[config.mk]
export PLATFORM = sky130hd
export DESIGN_NAME = cfgc_top
export DESIGN_NICKNAME = d
export VERILOG_FILES = /design/src/rtl/cfgc_pkg.sv /design/src/rtl/cfgc_deglitch.sv /design/src/rtl/cfgc_i2c_slave.sv /design/src/rtl/cfgc_regfile.sv /design/src/rtl/cfgc_top.sv
export SDC_FILE = /design/constraint.sdc
export NUM_CORES = 1
export LEC_CHECK = 0
export BUFFER_PORTS_ARGS = -buffer_cell sky130_fd_sc_hd__buf_2
export CAP_MARGIN = 40
export CORE_MARGIN = 4
export CORE_UTILIZATION = 27
export CTS_CLUSTER_DIAMETER = 200
export DETAILED_ROUTE_END_ITERATION = 10
export PLACE_DENSITY_LB_ADDON = 0.05
export REMOVE_ABC_BUFFERS = 1
export SLEW_MARGIN = 20
export SYNTH_ARGS = -nofsm -noshare
export SYNTH_HDL_FRONTEND = slang
export SYNTH_SLANG_ARGS = --single-unit
[constraint.sdc]
create_clock -name clk -period 2.15 [get_ports clk]
set_input_delay 0 -clock clk [delete_from_list [all_inputs] [get_ports clk]]
set_output_delay 0 -clock clk [all_outputs]
set_load 0.02 [all_outputs]
[src/rtl/cfgc_pkg.sv]
package cfgc_pkg;

   localparam int unsigned BYTE_W = 8;

   // register offsets decoded by the register file
   localparam logic [BYTE_W-1:0] OFS_ACB = 8'h01;
   localparam logic [BYTE_W-1:0] OFS_CFG = 8'h03;
   localparam logic [BYTE_W-1:0] OFS_DCB = 8'h0E;

   localparam logic [2:0] ACB_RST = 3'b000;
   localparam logic [2:0] DCB_RST = 3'b101;

   typedef enum logic [2:0] {
      SL_IDLE,
      SL_ADDR,
      SL_ACK,
      SL_RX,
      SL_TX,
      SL_MACK
   } slv_state_e;

   // thermometer code: one more ones bit per level
   function automatic logic [2:0] acb_encode(input logic [1:0] lvl);
      return {lvl == 2'd3, lvl >= 2'd2, lvl >= 2'd1};
   endfunction

   // low / mid / high, the unused code falls back to mid
   function automatic logic [2:0] dcb_encode(input logic [1:0] lvl);
      logic [2:0] code;
      case (lvl)
         2'd0:    code = 3'b011;
         2'd2:    code = 3'b111;
         default: code = 3'b101;
      endcase
      return code;
   endfunction

endpackage

[src/rtl/cfgc_deglitch.sv]
module cfgc_deglitch #(
   parameter int unsigned FILT_LEN = 3
) (
   input  logic clk,
   input  logic rst_n,
   input  logic din,
   output logic dout
);

   logic s1, s2;

   always_ff @(posedge clk or negedge rst_n) begin
      if (!rst_n) begin
         s1 <= 1'b1;
         s2 <= 1'b1;
      end else begin
         s1 <= din;
         s2 <= s1;
      end
   end

   if (FILT_LEN == 0) begin : g_pass
      assign dout = s2;
   end else begin : g_filt
      localparam int unsigned CW = (FILT_LEN > 1) ? $clog2(FILT_LEN) : 1;
      logic [CW-1:0] run;
      logic          q;

      always_ff @(posedge clk or negedge rst_n) begin
         if (!rst_n) begin
            run <= '0;
            q   <= 1'b1;
         end else if (s2 == q) begin
            run <= '0;
         end else if (run == CW'(FILT_LEN - 1)) begin
            q   <= s2;
            run <= '0;
         end else begin
            run <= run + 1'b1;
         end
      end

      assign dout = q;

      // the filtered level only moves after a change has persisted
      a_r11_filter_moves_on_persist: assert property (@(posedge clk) disable iff (!rst_n)
         (q != s2) && (run != CW'(FILT_LEN - 1)) |=> $stable(q));
   end

endmodule

[src/rtl/cfgc_i2c_slave.sv]
module cfgc_i2c_slave
   import cfgc_pkg::*;
#(
   parameter logic [6:0] SLAVE_ADDR = 7'h2C
) (
   input  logic              clk,
   input  logic              rst_n,
   input  logic              en_i,
   input  logic              scl_f,
   input  logic              sda_f,
   output logic              sda_pull_o,
   output logic              wr_en_o,
   output logic [BYTE_W-1:0] wr_addr_o,
   output logic [BYTE_W-1:0] wr_data_o,
   output logic [BYTE_W-1:0] rd_addr_o,
   input  logic [BYTE_W-1:0] rd_data_i
);

   localparam int unsigned CNT_W = $clog2(BYTE_W + 1);
   localparam logic [CNT_W-1:0] BYTE_DONE = CNT_W'(BYTE_W);
   localparam logic [CNT_W-1:0] LAST_BIT  = CNT_W'(BYTE_W - 1);

   slv_state_e        st;
   logic [CNT_W-1:0]  cnt;
   logic [BYTE_W-1:0] shreg, ptr;
   logic              rw, first, from_addr, oe, mack, scl_q, sda_q;

   logic start_ev, stop_ev, scl_rise, scl_fall;
   assign start_ev = scl_f && scl_q && sda_q && !sda_f;
   assign stop_ev  = scl_f && scl_q && !sda_q && sda_f;
   assign scl_rise = scl_f && !scl_q;
   assign scl_fall = !scl_f && scl_q;

   always_ff @(posedge clk or negedge rst_n) begin
      if (!rst_n) begin
         st        <= SL_IDLE;
         cnt       <= '0;
         shreg     <= '0;
         ptr       <= '0;
         rw        <= 1'b0;
         first     <= 1'b0;
         from_addr <= 1'b0;
         oe        <= 1'b0;
         mack      <= 1'b0;
         scl_q     <= 1'b1;
         sda_q     <= 1'b1;
         wr_en_o   <= 1'b0;
         wr_addr_o <= '0;
         wr_data_o <= '0;
      end else begin
         scl_q   <= scl_f;
         sda_q   <= sda_f;
         wr_en_o <= 1'b0;
         if (!en_i) begin
            st <= SL_IDLE;
            oe <= 1'b0;
         end else if (start_ev) begin
            st  <= SL_ADDR;
            cnt <= '0;
            oe  <= 1'b0;
         end else if (stop_ev) begin
            st <= SL_IDLE;
            oe <= 1'b0;
         end else begin
            case (st)
               SL_ADDR: begin
                  if (scl_rise && cnt != BYTE_DONE) begin
                     shreg <= {shreg[BYTE_W-2:0], sda_f};
                     cnt   <= cnt + 1'b1;
                  end else if (scl_fall && cnt == BYTE_DONE) begin
                     if (shreg[BYTE_W-1:1] == SLAVE_ADDR) begin
                        rw        <= shreg[0];
                        first     <= 1'b1;
                        from_addr <= 1'b1;
                        oe        <= 1'b1;
                        st        <= SL_ACK;
                     end else begin
                        st <= SL_IDLE;
                     end
                  end
               end
               SL_ACK: begin
                  if (scl_fall) begin
                     from_addr <= 1'b0;
                     cnt       <= '0;
                     if (from_addr && rw) begin
                        shreg <= rd_data_i;
                        ptr   <= ptr + 8'd1;
                        oe    <= ~rd_data_i[BYTE_W-1];
                        st    <= SL_TX;
                     end else begin
                        oe <= 1'b0;
                        st <= SL_RX;
                     end
                  end
               end
               SL_RX: begin
                  if (scl_rise && cnt != BYTE_DONE) begin
                     shreg <= {shreg[BYTE_W-2:0], sda_f};
                     cnt   <= cnt + 1'b1;
                  end else if (scl_fall && cnt == BYTE_DONE) begin
                     if (first) begin
                        ptr   <= shreg;
                        first <= 1'b0;
                     end else begin
                        wr_en_o   <= 1'b1;
                        wr_addr_o <= ptr;
                        wr_data_o <= shreg;
                        ptr       <= ptr + 8'd1;
                     end
                     oe <= 1'b1;
                     st <= SL_ACK;
                  end
               end
               SL_TX: begin
                  if (scl_fall) begin
                     if (cnt == LAST_BIT) begin
                        oe <= 1'b0;
                        st <= SL_MACK;
                     end else begin
                        cnt   <= cnt + 1'b1;
                        shreg <= {shreg[BYTE_W-2:0], 1'b0};
                        oe    <= ~shreg[BYTE_W-2];
                     end
                  end
               end
               SL_MACK: begin
                  if (scl_rise) begin
                     mack <= ~sda_f;
                  end else if (scl_fall) begin
                     if (mack) begin
                        shreg <= rd_data_i;
                        ptr   <= ptr + 8'd1;
                        oe    <= ~rd_data_i[BYTE_W-1];
                        cnt   <= '0;
                        st    <= SL_TX;
                     end else begin
                        st <= SL_IDLE;
                     end
                  end
               end
               default: ;
            endcase
         end
      end
   end

   assign sda_pull_o = oe;
   assign rd_addr_o  = ptr;

   // a disabled slave never pulls the data line
   a_r2_silent_when_off: assert property (@(posedge clk) disable iff (!rst_n)
      !en_i |=> !sda_pull_o);

   // a data byte takes at least nine SCL periods, so writes never come back to back
   a_r8_single_write_pulse: assert property (@(posedge clk) disable iff (!rst_n)
      wr_en_o |=> !wr_en_o);

endmodule

[src/rtl/cfgc_regfile.sv]
module cfgc_regfile
   import cfgc_pkg::*;
(
   input  logic              clk,
   input  logic              rst_n,
   input  logic              load_i,
   input  logic              i2c_sel_i,
   input  logic [1:0]        eq_lvl_i,
   input  logic [1:0]        dcb_lvl_i,
   input  logic              wr_en_i,
   input  logic [BYTE_W-1:0] wr_addr_i,
   input  logic [BYTE_W-1:0] wr_data_i,
   input  logic [BYTE_W-1:0] rd_addr_i,
   output logic [BYTE_W-1:0] rd_data_o,
   output logic [2:0]        acb_o,
   output logic [2:0]        dcb_o,
   output logic              cfg_o
);

   logic [2:0] acb_q, dcb_q;
   logic       cfg_q;

   always_ff @(posedge clk or negedge rst_n) begin
      if (!rst_n) begin
         acb_q <= ACB_RST;
         dcb_q <= DCB_RST;
         cfg_q <= 1'b1;
      end else if (load_i) begin
         acb_q <= acb_encode(eq_lvl_i);
         dcb_q <= dcb_encode(dcb_lvl_i);
         cfg_q <= i2c_sel_i;
      end else if (wr_en_i) begin
         case (wr_addr_i)
            OFS_ACB: acb_q <= wr_data_i[6:4];
            OFS_CFG: cfg_q <= wr_data_i[0];
            OFS_DCB: dcb_q <= wr_data_i[2:0];
            default: ;
         endcase
      end
   end

   // reserved write bits have no storage
   logic unused_wr_bits;
   assign unused_wr_bits = ^{wr_data_i[7], wr_data_i[3]};

   always_comb begin
      rd_data_o = '0;
      case (rd_addr_i)
         OFS_ACB: rd_data_o[6:4] = acb_q;
         OFS_CFG: rd_data_o[0]   = cfg_q;
         OFS_DCB: rd_data_o[2:0] = dcb_q;
         default: ;
      endcase
   end

   assign acb_o = acb_q;
   assign dcb_o = dcb_q;
   assign cfg_o = cfg_q;

   // strap-only mode leaves configuration at the decision
   a_r6_strap_self_clear: assert property (@(posedge clk) disable iff (!rst_n)
      load_i && !i2c_sel_i |=> !cfg_q);

   // only the decision or a write to the config offset moves the bit
   a_r7_cfg_held: assert property (@(posedge clk) disable iff (!rst_n)
      !load_i && !(wr_en_i && wr_addr_i == OFS_CFG) |=> $stable(cfg_q));

   // a strap load always yields a thermometer code
   a_r3_acb_thermo: assert property (@(posedge clk) disable iff (!rst_n)
      load_i |=> acb_q inside {3'b000, 3'b001, 3'b011, 3'b111});

   // a strap load always yields one of the three DC codes
   a_r4_dcb_legal: assert property (@(posedge clk) disable iff (!rst_n)
      load_i |=> dcb_q inside {3'b011, 3'b101, 3'b111});

endmodule

[src/rtl/cfgc_top.sv]
module cfgc_top
   import cfgc_pkg::*;
#(
   parameter int unsigned SAMPLE_CYC = 16,
   parameter int unsigned FILT_LEN   = 3,
   parameter logic [6:0]  SLAVE_ADDR = 7'h2C
) (
   input  logic       clk,
   input  logic       rst_n,
   input  logic       scl_i,
   input  logic       sda_i,
   output logic       sda_pull_o,
   input  logic [1:0] eq_lvl_i,
   input  logic [1:0] dcb_lvl_i,
   output logic [2:0] acb_code_o,
   output logic [2:0] dcb_code_o,
   output logic       sm_en_o
);

   localparam int unsigned WCW   = $clog2(SAMPLE_CYC + 1);
   localparam int unsigned LINES = 2;

   if (SAMPLE_CYC < FILT_LEN + 4) begin : g_chk_window
      $error("cfgc_top: SAMPLE_CYC must cover synchronizer and filter delay");
   end
   if (SLAVE_ADDR[6:3] == 4'b0000 || SLAVE_ADDR[6:3] == 4'b1111) begin : g_chk_addr
      $error("cfgc_top: SLAVE_ADDR lies in a reserved address group");
   end

   // index 1 = SCL, index 0 = SDA
   logic [LINES-1:0] line_raw, line_flt;
   assign line_raw = {scl_i, sda_i};

   for (genvar gi = 0; gi < LINES; gi++) begin : g_line
      cfgc_deglitch #(.FILT_LEN(FILT_LEN)) i_flt (
         .clk  (clk),
         .rst_n(rst_n),
         .din  (line_raw[gi]),
         .dout (line_flt[gi])
      );
   end

   logic scl_f, sda_f;
   assign scl_f = line_flt[1];
   assign sda_f = line_flt[0];

   logic [WCW-1:0] win_cnt;
   logic           done, i2c_on, decide;

   assign decide = !done && (win_cnt == WCW'(SAMPLE_CYC - 1));

   always_ff @(posedge clk or negedge rst_n) begin
      if (!rst_n) begin
         win_cnt <= '0;
         done    <= 1'b0;
         i2c_on  <= 1'b0;
      end else if (decide) begin
         done   <= 1'b1;
         i2c_on <= scl_f && sda_f;
      end else if (!done) begin
         win_cnt <= win_cnt + 1'b1;
      end
   end

   logic              wr_en;
   logic [BYTE_W-1:0] wr_addr, wr_data, rd_addr, rd_data;
   logic              cfg_act;

   cfgc_i2c_slave #(.SLAVE_ADDR(SLAVE_ADDR)) i_slave (
      .clk       (clk),
      .rst_n     (rst_n),
      .en_i      (i2c_on),
      .scl_f     (scl_f),
      .sda_f     (sda_f),
      .sda_pull_o(sda_pull_o),
      .wr_en_o   (wr_en),
      .wr_addr_o (wr_addr),
      .wr_data_o (wr_data),
      .rd_addr_o (rd_addr),
      .rd_data_i (rd_data)
   );

   cfgc_regfile i_regs (
      .clk      (clk),
      .rst_n    (rst_n),
      .load_i   (decide),
      .i2c_sel_i(scl_f && sda_f),
      .eq_lvl_i (eq_lvl_i),
      .dcb_lvl_i(dcb_lvl_i),
      .wr_en_i  (wr_en),
      .wr_addr_i(wr_addr),
      .wr_data_i(wr_data),
      .rd_addr_i(rd_addr),
      .rd_data_o(rd_data),
      .acb_o    (acb_code_o),
      .dcb_o    (dcb_code_o),
      .cfg_o    (cfg_act)
   );

   assign sm_en_o = ~cfg_act;

   // the state machine stays off until the mode has been decided
   a_r5_hold_before_decision: assert property (@(posedge clk) disable iff (!rst_n)
      !done |-> !sm_en_o);

   // no register write can occur outside I2C mode
   a_r2_no_write_in_strap: assert property (@(posedge clk) disable iff (!rst_n)
      !i2c_on |=> !wr_en);

endmodule

# Word-level counts from Yosys, hierarchy flattened
# Index checks and enable logic that the tools add are counted.
dict set report classes {
  n_bitwise 11
  eq_ne 55
  n_mux 89
  add_sub_neg 5
  n_reduce_logical 44
  order_cmp 2
}
# cell count
set op_table {}
lappend op_table {{$mux W8} 16}
lappend op_table {{$mux W3} 21}
lappend op_table {{$ne A5 B2 Y1 const B} 8}
lappend op_table {{$mux W4} 9}
lappend op_table {{$pmux W8 S4} 1}
lappend op_table {{$mux W1} 28}
lappend op_table {{$pmux W8 S3} 1}
lappend op_table {{$reduce_and A11 Y1} 2}
lappend op_table {{$ne A2 B1 Y1 const B} 10}
lappend op_table {{$reduce_and A10 Y1} 2}
lappend op_table {{$eq A8 B1 Y1 const B} 2}
lappend op_table {{$eq A8 B2 Y1 const B} 2}
lappend op_table {{$eq A8 B4 Y1 const B} 2}
lappend op_table {{$pmux W4 S4} 1}
lappend op_table {{$ne A3 B1 Y1 const B} 5}
lappend op_table {{$ne A5 B3 Y1 const B} 3}
lappend op_table {{$pmux W3 S5} 1}
lappend op_table {{$reduce_and A7 Y1} 2}
lappend op_table {{$logic_and A1 B1 Y1} 12}
lappend op_table {{$mux W2} 6}
lappend op_table {{$reduce_and A12 Y1} 1}
lappend op_table {{$reduce_and A2 Y1} 6}
lappend op_table {{$reduce_bool A2 Y1} 6}
lappend op_table {{$not A1 Y1} 11}
lappend op_table {{31 further kinds} 48}
dict set report totals {
  input_bits 8
  output_inout_bits 8
  regBits 70
  wordCells 234
}

# Longest topological paths before layout
# Gate-level depths: netlist of run 1.
dict set report logic_depth {
  depth_word 9
  depth_mapped 9
  ltp_nobuf 7
}

# Cells and area by module
# From an unflattened synthesis of run 1, not the netlist that was laid out.
dict set report hier_totals {
  hier_cells 362
  area_unflattened_um2 3798.6
}
# mod cells_each n_inst area_per_inst_um2
set by_module_without_submodules {}
lappend by_module_without_submodules {cfgc_i2c_slave 253 1 2557.5}
lappend by_module_without_submodules {cfgc_regfile 64 1 568.0}
lappend by_module_without_submodules {cfgc_deglitch 10 2 178.9}
lappend by_module_without_submodules {cfgc_top 25 1 315.3}

# Worst setup path before layout of run 1
# OpenSTA, ideal clock, no wires.
dict set report synth_path {
  path_type {reg-to-reg}
  start {register g_line[0].i_flt.g_filt.q}
  end {register i_slave.rw}
  setup_slack_ns 0.060
  stages_incl_launch_ff 8
  n_path_buf 2
  arrival_ns 1.965
  cell_sequence {dfstp_2 buf_2 xnor2_1 o21ai_1 buf_2 or3_1 nor3_1 mux2_2}
}
dict set report synth_between {
  elab_chain_len 4
  elab_cells_between_ends 6
  cone_classes {2 x bitwise; 4 x reduce/logical}
}
# item line
set synth_lines {}
lappend synth_lines {{start: declaration} cfgc_deglitch.sv:27} ;# logic q;
lappend synth_lines {{start signal: assignment} cfgc_deglitch.sv:32} ;# q <= 1'b1;
lappend synth_lines {{start signal: assignment} cfgc_deglitch.sv:36} ;# q <= s2;
lappend synth_lines {{$logic_not A1 Y1} cfgc_i2c_slave.sv:29} ;# assign start_ev = scl_f && scl_q && sda_q && !sda_f;
lappend synth_lines {{$logic_and A1 B1 Y1} cfgc_i2c_slave.sv:29}
lappend synth_lines {{$not A1 Y1 (no line)} -}
lappend synth_lines {{$reduce_and A7 Y1 (no line) *} -}
lappend synth_lines {{end signal: assignment} cfgc_i2c_slave.sv:72} ;# rw <= shreg[0];
lappend synth_lines {{end: declaration} cfgc_i2c_slave.sv:26} ;# logic rw, first, from_addr, oe, mack, scl_q, sda_q;
# Every way passes the cells marked *; elsewhere a longest branch is shown, timed or not.
# A chain may end at the register's enable or synchronous reset.

# Worst setup path after layout of run 1
dict set report layout_path {
  start {register g_line[1].i_flt.g_filt.q}
  end {register i_slave.ptr[0], in the netlist i_slave.rd_addr_o[0]}
}
dict set report layout_between {
  elab_chain_len 5
  elab_cells_between_ends 18
  cone_classes {5 x eq/ne; 2 x bitwise; 11 x reduce/logical}
}
# item line
set layout_lines {}
lappend layout_lines {{start: declaration} cfgc_deglitch.sv:27}
lappend layout_lines {{start signal: assignment} cfgc_deglitch.sv:32}
lappend layout_lines {{start signal: assignment} cfgc_deglitch.sv:36}
lappend layout_lines {{$logic_not A1 Y1 or $logic_and A1 B1 Y1 (tied branches)} {cfgc_i2c_slave.sv:32, cfgc_i2c_slave.sv:29, cfgc_i2c_slave.sv:30}}
lappend layout_lines {{$logic_and A1 B1 Y1 (on tied branches)} {cfgc_i2c_slave.sv:32, cfgc_i2c_slave.sv:29, cfgc_i2c_slave.sv:30}}
lappend layout_lines {{$logic_and A1 B1 Y1 (on tied branches)} {cfgc_i2c_slave.sv:101, cfgc_i2c_slave.sv:29, cfgc_i2c_slave.sv:30}}
lappend layout_lines {{$ne A2 B1 Y1 (no line) or $not A1 Y1 (tied branches)} -}
lappend layout_lines {{$reduce_and A11 Y1 (no line) *} -}
lappend layout_lines {{end signal: assignment} cfgc_i2c_slave.sv:103} ;# ptr <= shreg;
lappend layout_lines {{end signal: assignment} cfgc_i2c_slave.sv:109} ;# ptr <= ptr + 8'd1;
lappend layout_lines {{end signal: assignment} cfgc_i2c_slave.sv:133} ;# ptr <= ptr + 8'd1;
lappend layout_lines {{end: declaration} cfgc_i2c_slave.sv:25} ;# logic [BYTE_W-1:0] shreg, ptr;
# Marked as above.

==> qor.log, run 1 <==
[detailed_routing] total DRC errors in the routed layout 0
[global_route] global-route wire length before repair 15.2 mm
[clock_tree] H-tree levels 3
[critical_path] maximum fanout along the worst path 17
[detailed_routing] Routed Wire Length 9.16 mm
[global_route] via count of the first global-routing pass 2754
[floorplanning] area of the core region 12800 um2
[critical_path] endpoint type of the worst setup path register
[sta] normalized max-slew margin 62.4%
[synthesis] async set-or-reset flop fraction in the synthesized netlist 100%
[detailed_routing] per-cell routed wire length 16.0 um
[sta] clock tree skew after final layout 0.00663 ns
[cells_and_area] number of diodes added for antenna fixing 0
[sta] final setup violation count 0
[global_route] remaining global-route overflow 0
[cells_and_area] top library cells by usage in the layout, fill and taps aside sky130_fd_sc_hd__dfrtp_1, sky130_fd_sc_hd__buf_4, sky130_fd_sc_hd__nor2_1
[synthesis] count of yosys warnings during synthesis 0
[global_route] combined global-route utilization of all metal layers 13.2%
[power] maximum vdd drop 0.335 mV
[floorplanning] standard-cell row count 41
[run_status] outcome complete, no violations
[sta] final number of hold-violating endpoints 0
[synthesis] synthesized area 3590 um2
[power] Pleak 1.89 nW
[floorplanning] initial standard-cell utilization of the core 28.0%
[cells_and_area] layout overhead on the synthesized area 23.5%
[sta] FMAX 492 MHz
[synthesis] number of enable flip-flop cells after synthesis 0
[global_route] antenna violations before repair 0
[critical_path] Critical Path Source Type register
[clock_tree] clock slew seen by the registers of the worst setup and hold paths 0.06 ns
[cells_and_area] number of nets at the end of the flow 409
[sta] unrepaired setup endpoints after global routing false
[clock_tree] number of buffers inserted during clock tree synthesis 9
[power] power density over cell area 794 nW/um2
[detailed_routing] Post-DRT Antenna Nets 0
[synthesis] proportion of synthesized chip area in sequential cells 48.4%
[cells_and_area] final instance area 4440 um2
[detailed_routing] DR iter-0 viols 150
[placed_design] Post-DP HPWL 6.50 mm
[sta] worst slew pin tran 0.556 ns
[placed_design] standard cell area after detailed placement 4050 um2
[sta] Slew Viols, Final 0
[placed_design] count of input and output buffers 15
[detailed_routing] Via-to-Cell Ratio 4.83
[placed_design] Routability Congestion 0.806
[clock_tree] number of buffers between clock root and the deepest sink 2
[sta] Tmin final 2.03 ns
[sta] period utilization 94.6%
[floorplanning] floorplan die area 15200 um2
[synthesis] flops & latches, synth 69
[cells_and_area] leading cell type in the layout, fill and taps excluded sky130_fd_sc_hd__dfrtp_1
[floorplanning] die span in y 123 um
[critical_path] Worst Path Arrival 2.26 ns
[synthesis] count of mapped cells out of synthesis 345
[clock_tree] number of setup buffers added after CTS 0
[critical_path] Worst EP required 2.37 ns
[critical_path] critical path type register to register
[detailed_routing] DR pass1 iterations 4
[clock_tree] Clock Sink Count 69
[floorplanning] Chip Width 123 um
[global_route] pin count of the biggest net entering global routing 43
[clock_tree] buffer type at the clock tree root sky130_fd_sc_hd__clkbuf_16
[synthesis] post-synthesis cell type count 64
[detailed_routing] via count 2758
[synthesis] mean instance size in the synthesized netlist 10.4 um2
[floorplanning] number of top-level design ports 16
[clock_tree] clock tree from TritonCTS built
[synthesis] most used flip-flop cell after synthesis sky130_fd_sc_hd__dfrtp_1
[cells_and_area] layout cells sized above 1 25.6%
[run] max cap viols 0
[min_path] Hold/Removal Path Class primary input to async pin
[cells_and_area] utilization after layout 34.6%
[clock_tree] worst-skew pair later-pin latency 0.34 ns
==> power breakdown <==
part           switching [W]  leakage [nW]  internal (W)
combinational       0.000253         0.851      0.000210
clock               0.000562         0.152      0.000991
sequential         0.0000839         0.886       0.00142
==> per-stage QoR <==
stage | worst slack, ns | TNS, ns | hold WS (ns) | cells | total power [W]
after global placement | 0.111 | 0 | 0.0449 | 548 | 0.00199
after CTS | 0.107 | 0 | 0.237 | 571 | 0.00358
final | 0.116 | 0 | 0.212 | 571 | 0.00352
after floorplan | -0.0159 | -0.223 | -0.296 | 328 | 0.00177
after detailed placement | 0.113 | 0 | 0.0518 | 548 | 0.00198
after global routing | 0.00129 | 0 | 0.276 | 571 | 0.00371
==> sequential cells by signal, indices dropped and copies added, names as in the netlist, 4 cells and up <==
| register | flops |
|---|---|
| i_slave.rd_addr_o | 8 |
| i_slave.cnt | 4 |
| i_slave.wr_data_o | 6 |
| win_cnt | 5 |
| g_line.i_flt.g_filt.run | 4 |
| i_slave.shreg | 8 |
| i_slave.wr_addr_o | 8 |
==> final timing paths <==
kind / depth (start not counted) / end / slack (ns) / from
setup / recovery: 6 / i_slave.rd_addr_o[0] / 0.12 / g_line[1].i_flt.dout
hold / removal: 2 / i_slave.first / 0.21 / rst_n
setup reg to reg: 6 / i_slave.rd_addr_o[0] / 0.12 / g_line[1].i_flt.dout
hold reg to reg: 0 / g_line[0].i_flt.s2 / 0.36 / g_line[0].i_flt.s1
max in group asynchronous: 3 / i_regs.cfg_o / 1.30 / rst_n
min in group clk: 2 / g_line[0].i_flt.s1 / 0.30 / sda_i
==> area by class of cell <==
type,instances,area [um2]
clock buffers,13,270
clock inverters,3,42.5
fillers,1344,8390
inverters,17,63.8
multi-input cells,242,1690
flip-flops and latches,69,1740
well taps,172,215
repair buffers,55,420
==> synth_stat cells, types with 4 or more instances <==
cell type,count,area [um2]
sky130_fd_sc_hd__a21oi_1,14,70.1
sky130_fd_sc_hd__a22o_1,4,35.0
sky130_fd_sc_hd__and3_1,6,37.5
sky130_fd_sc_hd__buf_2,8,40.0
sky130_fd_sc_hd__dfrtp_1,58,1450
sky130_fd_sc_hd__dfstp_2,11,289
sky130_fd_sc_hd__ha_1,7,87.6
sky130_fd_sc_hd__inv_1,17,63.8
sky130_fd_sc_hd__mux2_2,22,248
sky130_fd_sc_hd__mux2i_1,14,140
sky130_fd_sc_hd__nand2_1,26,97.6
sky130_fd_sc_hd__nand2b_1,5,31.3
sky130_fd_sc_hd__nand3_1,11,55.1
sky130_fd_sc_hd__nand3b_1,4,30.0
sky130_fd_sc_hd__nor2_1,27,101
sky130_fd_sc_hd__nor2b_1,6,37.5
sky130_fd_sc_hd__nor3_1,10,50.1
sky130_fd_sc_hd__nor4_1,6,37.5
sky130_fd_sc_hd__o21ai_0,10,50.1
sky130_fd_sc_hd__o21ai_1,4,20.0
sky130_fd_sc_hd__xnor2_1,5,43.8
==> critical path, stage by stage (launching register included) <==
cell	delay, ns
sky130_fd_sc_hd__dfstp_2	0.61
sky130_fd_sc_hd__nand2_1	0.10
sky130_fd_sc_hd__o21ai_1	0.45
sky130_fd_sc_hd__a311o_1	0.20
sky130_fd_sc_hd__buf_4	0.21
sky130_fd_sc_hd__nor3_1	0.07
sky130_fd_sc_hd__a211o_1	0.28
==> repair_timing <==
action	4_1_cts	5_1_grt
hold buffers	7	0
resized for setup	0	1
hold endpoints to repair	43	0
endpoints found under the setup margin	0	4
==> layer usage <==
layer / wire (um) / up-vias / global-route usage (%)
li1: - / 1350 / -
met1: 4880 / 1353 / 19.3
met2: 3910 / 46 / 18.2
met3: 241 / 9 / 3.39
met4: 136 / 0 / 5.33
met5: 0 / - / 0
==> logic make-up (layout without fill, tap and decap cells) <==
| kind of cell | count (synthesis) | count (layout) | share of synthesized area (%) |
|---|---|---|---|
| adders and majority gates | 7 | 7 | 2.44 |
| DFF | 69 | 69 | 48.4 |
| AOI/OAI and AO/OA | 72 | 72 | 14.0 |
| muxes | 36 | 36 | 10.8 |
| xor gates and xnor gates | 6 | 6 | 1.46 |
| and+or+nand+nor | 121 | 121 | 18.1 |
| buffers and inverters | 34 | 88 | 4.70 |
No activity file was read; power rests on OpenSTA's default activity.
==> run 2, diff against run 1 <==
--- a/config.mk
+++ b/config.mk
@@ -5,6 +5,7 @@
 export SDC_FILE = /design/constraint.sdc
 export NUM_CORES = 1
 export LEC_CHECK = 0
+export ABC_AREA = 1
 export BUFFER_PORTS_ARGS = -buffer_cell sky130_fd_sc_hd__buf_2
 export CAP_MARGIN = 40
 export CORE_MARGIN = 4
==> run 2 against run 1 <==
Compared with the run above:
- combinational power increased by 97%
- die area increased by 6.2%
- first-iteration DRC count rose by 3.3%
- cell area rose by 1.2%
- final cell count is 25% higher
- sequential power rose by 7%
- area after synthesis grew 6.7%
- largest power group is now sequential cells
- clock skew fell by 0.0015 ns
==> qor.log, run 2 <==
[synthesis] list of most frequent post-synthesis cells sky130_fd_sc_hd__nand2_1, sky130_fd_sc_hd__dfrtp_1, sky130_fd_sc_hd__nand3_1, sky130_fd_sc_hd__inv_1, sky130_fd_sc_hd__nor2_1
[clock_tree] H-tree levels 3
[cells_and_area] leading cell type in the layout, fill and taps excluded sky130_fd_sc_hd__nand2_1
[critical_path] slowest cell on the critical path sky130_fd_sc_hd__dfrtp_1
[detailed_routing] Routed Wire Length 9.65 mm
[placed_design] dpl ws 0.294 ns
[sta] Slew Viols, Final 0
[cells_and_area] number of nets at the end of the flow 541
[min_path] Hold/Removal Path Class primary input to register
[floorplanning] die span in y 127 um
[floorplanning] floorplan die area 16200 um2
[sta] final number of hold-violating endpoints 0
[cells_and_area] layout overhead on the synthesized area 17.2%
[cells_and_area] number of fill cells in the layout 1494
[synthesis] proportion of synthesized chip area in sequential cells 45.4%
[sta] Tmin final 1.84 ns
[synthesis] count of yosys warnings during synthesis 0
[sta] period utilization 85.5%
[synthesis] cell type contributing the most total cell area after synthesis sky130_fd_sc_hd__dfrtp_1
[floorplanning] initial standard-cell utilization of the core 27.6%
[synthesis] cell types occupying the most area after synthesis sky130_fd_sc_hd__dfrtp_1, sky130_fd_sc_hd__nand2_1, sky130_fd_sc_hd__dfstp_2
[synthesis] mean instance size in the synthesized netlist 7.76 um2
[floorplanning] Chip Width 127 um
[global_route] global-route wire length before repair 16.7 mm
[min_path] number of instances on the worst hold path 4
[global_route] via count of the first global-routing pass 3199
[detailed_routing] Via-to-Cell Ratio 4.47
[clock_tree] number of buffers between clock root and the deepest sink 2
[global_route] remaining global-route overflow 0
[cells_and_area] layout cells sized above 1 16.6%
[critical_path] Worst Path Arrival 2.04 ns
[synthesis] post-synthesis cell type count 41
[sta] unrepaired setup endpoints after global routing false
[critical_path] critical path type register to register
[detailed_routing] DR pass1 iterations 4
[floorplanning] standard-cell row count 43
[sta] clock tree skew after final layout 0.00512 ns
[clock_tree] worst-skew pair later-pin latency 0.33 ns
[synthesis] number of enable flip-flop cells after synthesis 0
[power] power density over cell area 891 nW/um2
[sta] FMAX 544 MHz
[critical_path] endpoint type of the worst setup path register
[sta] Sum Neg Setup Slack 0 ns
[critical_path] cell type with the highest occurrence count on the critical path sky130_fd_sc_hd__ha_1
[cells_and_area] utilization after layout 32.4%
[critical_path] maximum fanout along the worst path 17
[detailed_routing] via count 3179
[global_route] pin count of the biggest net entering global routing 41
[clock_tree] CTS resizes 0
[global_route] antenna violations before repair 0
[run_status] outcome complete, no violations
[sta] normalized max-slew margin 62.0%
[cells_and_area] top library cells by usage in the layout, fill and taps aside sky130_fd_sc_hd__nand2_1, sky130_fd_sc_hd__dfrtp_1, sky130_fd_sc_hd__nand3_1
[global_route] combined global-route utilization of all metal layers 13.2%
[synthesis] most used flip-flop cell after synthesis sky130_fd_sc_hd__dfrtp_1
[placed_design] Routability Congestion 0.906
[critical_path] chain of cells forming the critical path ha_1, and3_1, ha_1, inv_1, nor2_1, clkinv_1, nand3_1, o221ai_1
[detailed_routing] per-cell routed wire length 13.6 um
[sta] setup slack after layout 0.312 ns
[critical_path] Worst EP required 2.35 ns
[cells_and_area] number of diodes added for antenna fixing 0
[power] Pleak 2.15 nW
[critical_path] Critical Path Source Type register
[floorplanning] number of top-level design ports 16
[detailed_routing] Post-DRT Antenna Nets 0
[critical_path] setup slack on the worst flop-to-flop path 0.31 ns
[placed_design] Post-DP HPWL 7.32 mm
[clock_tree] buffer type at the clock tree root sky130_fd_sc_hd__clkbuf_16
[clock_tree] clock tree from TritonCTS built
[floorplanning] area of the core region 13900 um2
[power] maximum vdd drop 0.461 mV
[critical_path] worst stage delay on the critical path 0.38 ns
[synthesis] most frequently used cell type in the post-synthesis netlist sky130_fd_sc_hd__nand2_1
[sta] final setup violation count 0
[placed_design] count of input and output buffers 15
[clock_tree] total of hold buffers inserted after clock tree synthesis 6
[critical_path] length in cells of the worst reg-to-reg path 8
[run] max cap viols 0
[clock_tree] clock slew seen by the registers of the worst setup and hold paths 0.06 ns
[detailed_routing] total DRC errors in the routed layout 0
[synthesis] synthesized area 3830 um2
[synthesis] count of mapped cells out of synthesis 494
[synthesis] async set-or-reset flop fraction in the synthesized netlist 100%
[clock_tree] Clock Sink Count 69
[detailed_routing] DR iter-0 viols 155
[sta] worst slew pin tran 0.571 ns
[clock_tree] number of setup buffers added after CTS 0
[synthesis] share of Yosys cell area claimed by the top area cell type 37.9%
[synthesis] flops & latches, synth 69
[clock_tree] number of buffers inserted during clock tree synthesis 9
==> run 2: cell count changes after synthesis, sizes merged, moves of 6 or more <==
cell | previous run | this run
nor2 | 27 | 53
nor2b | 6 | 0
buf | 14 | 5
inv | 17 | 58
nand3 | 11 | 53
nand4 | 3 | 9
a21oi | 14 | 7
nand2 | 27 | 158
mux2i | 14 | 1
nor4 | 7 | 1
mux2 | 22 | 0
o21ai | 14 | 39
==> run 2: per-layer routing <==
metal  global-route usage, %  vias up  part of all wire (%)
met5                       0        -                     0
met4                    5.30        0                   1.8
met3                    2.68       11                   2.7
met2                    20.6       29                    46
met1                    17.9     1481                    49
li1                        -     1658                     -
==> run 2: logic make-up (layout without fill, tap and decap cells) <==
family,Yosys count,after routing,share of synthesized area (%)
flip-flops,69,69,45.4
XOR/XNOR,8,8,1.83
multiplexers,1,1,0.261
buffers and inverters,67,104,7.21
adder cells (fa/ha/maj),7,7,2.28
AND/OR/NAND/NOR,289,289,35.4
AO/OA/AOI/OAI,53,53,7.57
==> run 2: power breakdown <==
part           internal (W)  switching, W  total, W
clock network      0.000926      0.000552   0.00148
registers           0.00146      0.000143   0.00161
logic              0.000293      0.000621  0.000914
==> run 2: path summary, 6_finish.rpt <==
| check | startpoint | to |
|---|---|---|
| worst max-delay path | win_cnt[0] | i_regs.dcb_o[1] |
| worst min-delay path | dcb_lvl_i[1] | i_regs.dcb_o[2] |
| worst max register to register | win_cnt[0] | i_regs.dcb_o[1] |
| worst min register to register | g_line[1].i_flt.s1 | g_line[1].i_flt.s2 |
| max in group asynchronous | rst_n | g_line[1].i_flt.dout |
| min in group asynchronous | rst_n | i_slave.wr_addr_o[2] |
==> run 2: final cells by class <==
cell class	count	area, um2	area share, %
clock buffer	12	246	5.49
clock inverter	4	47.5	1.06
inverter	60	225	5.01
multi-input combinational	358	1820	40.4
sequential	69	1740	38.7
tap	180	225	5.01
timing repair buffer	28	190	4.23
==> run 2: worst max-delay path, delay by kind of cell (launching register included) <==
family | cells | cell delay [ns]
fa+ha+maj | 2 | 0.33
buf+inv | 2 | 0.39
compound gates | 1 | 0.12
flops | 1 | 0.38
simple gates | 3 | 0.49
==> run 2: metrics by stage <==
stage | instances | hold WS (ns) | power (W) | area, um2
after floorplan | 487 | -0.296 | 0.00228 | 3780
after detailed placement | 689 | 0.0398 | 0.00256 | 4140
after CTS | 711 | 0.132 | 0.00409 | 4490
after global placement | 689 | 0.0443 | 0.00256 | 4140
final | 711 | 0.130 | 0.00400 | 4490
after global routing | 711 | 0.157 | 0.00429 | 4490
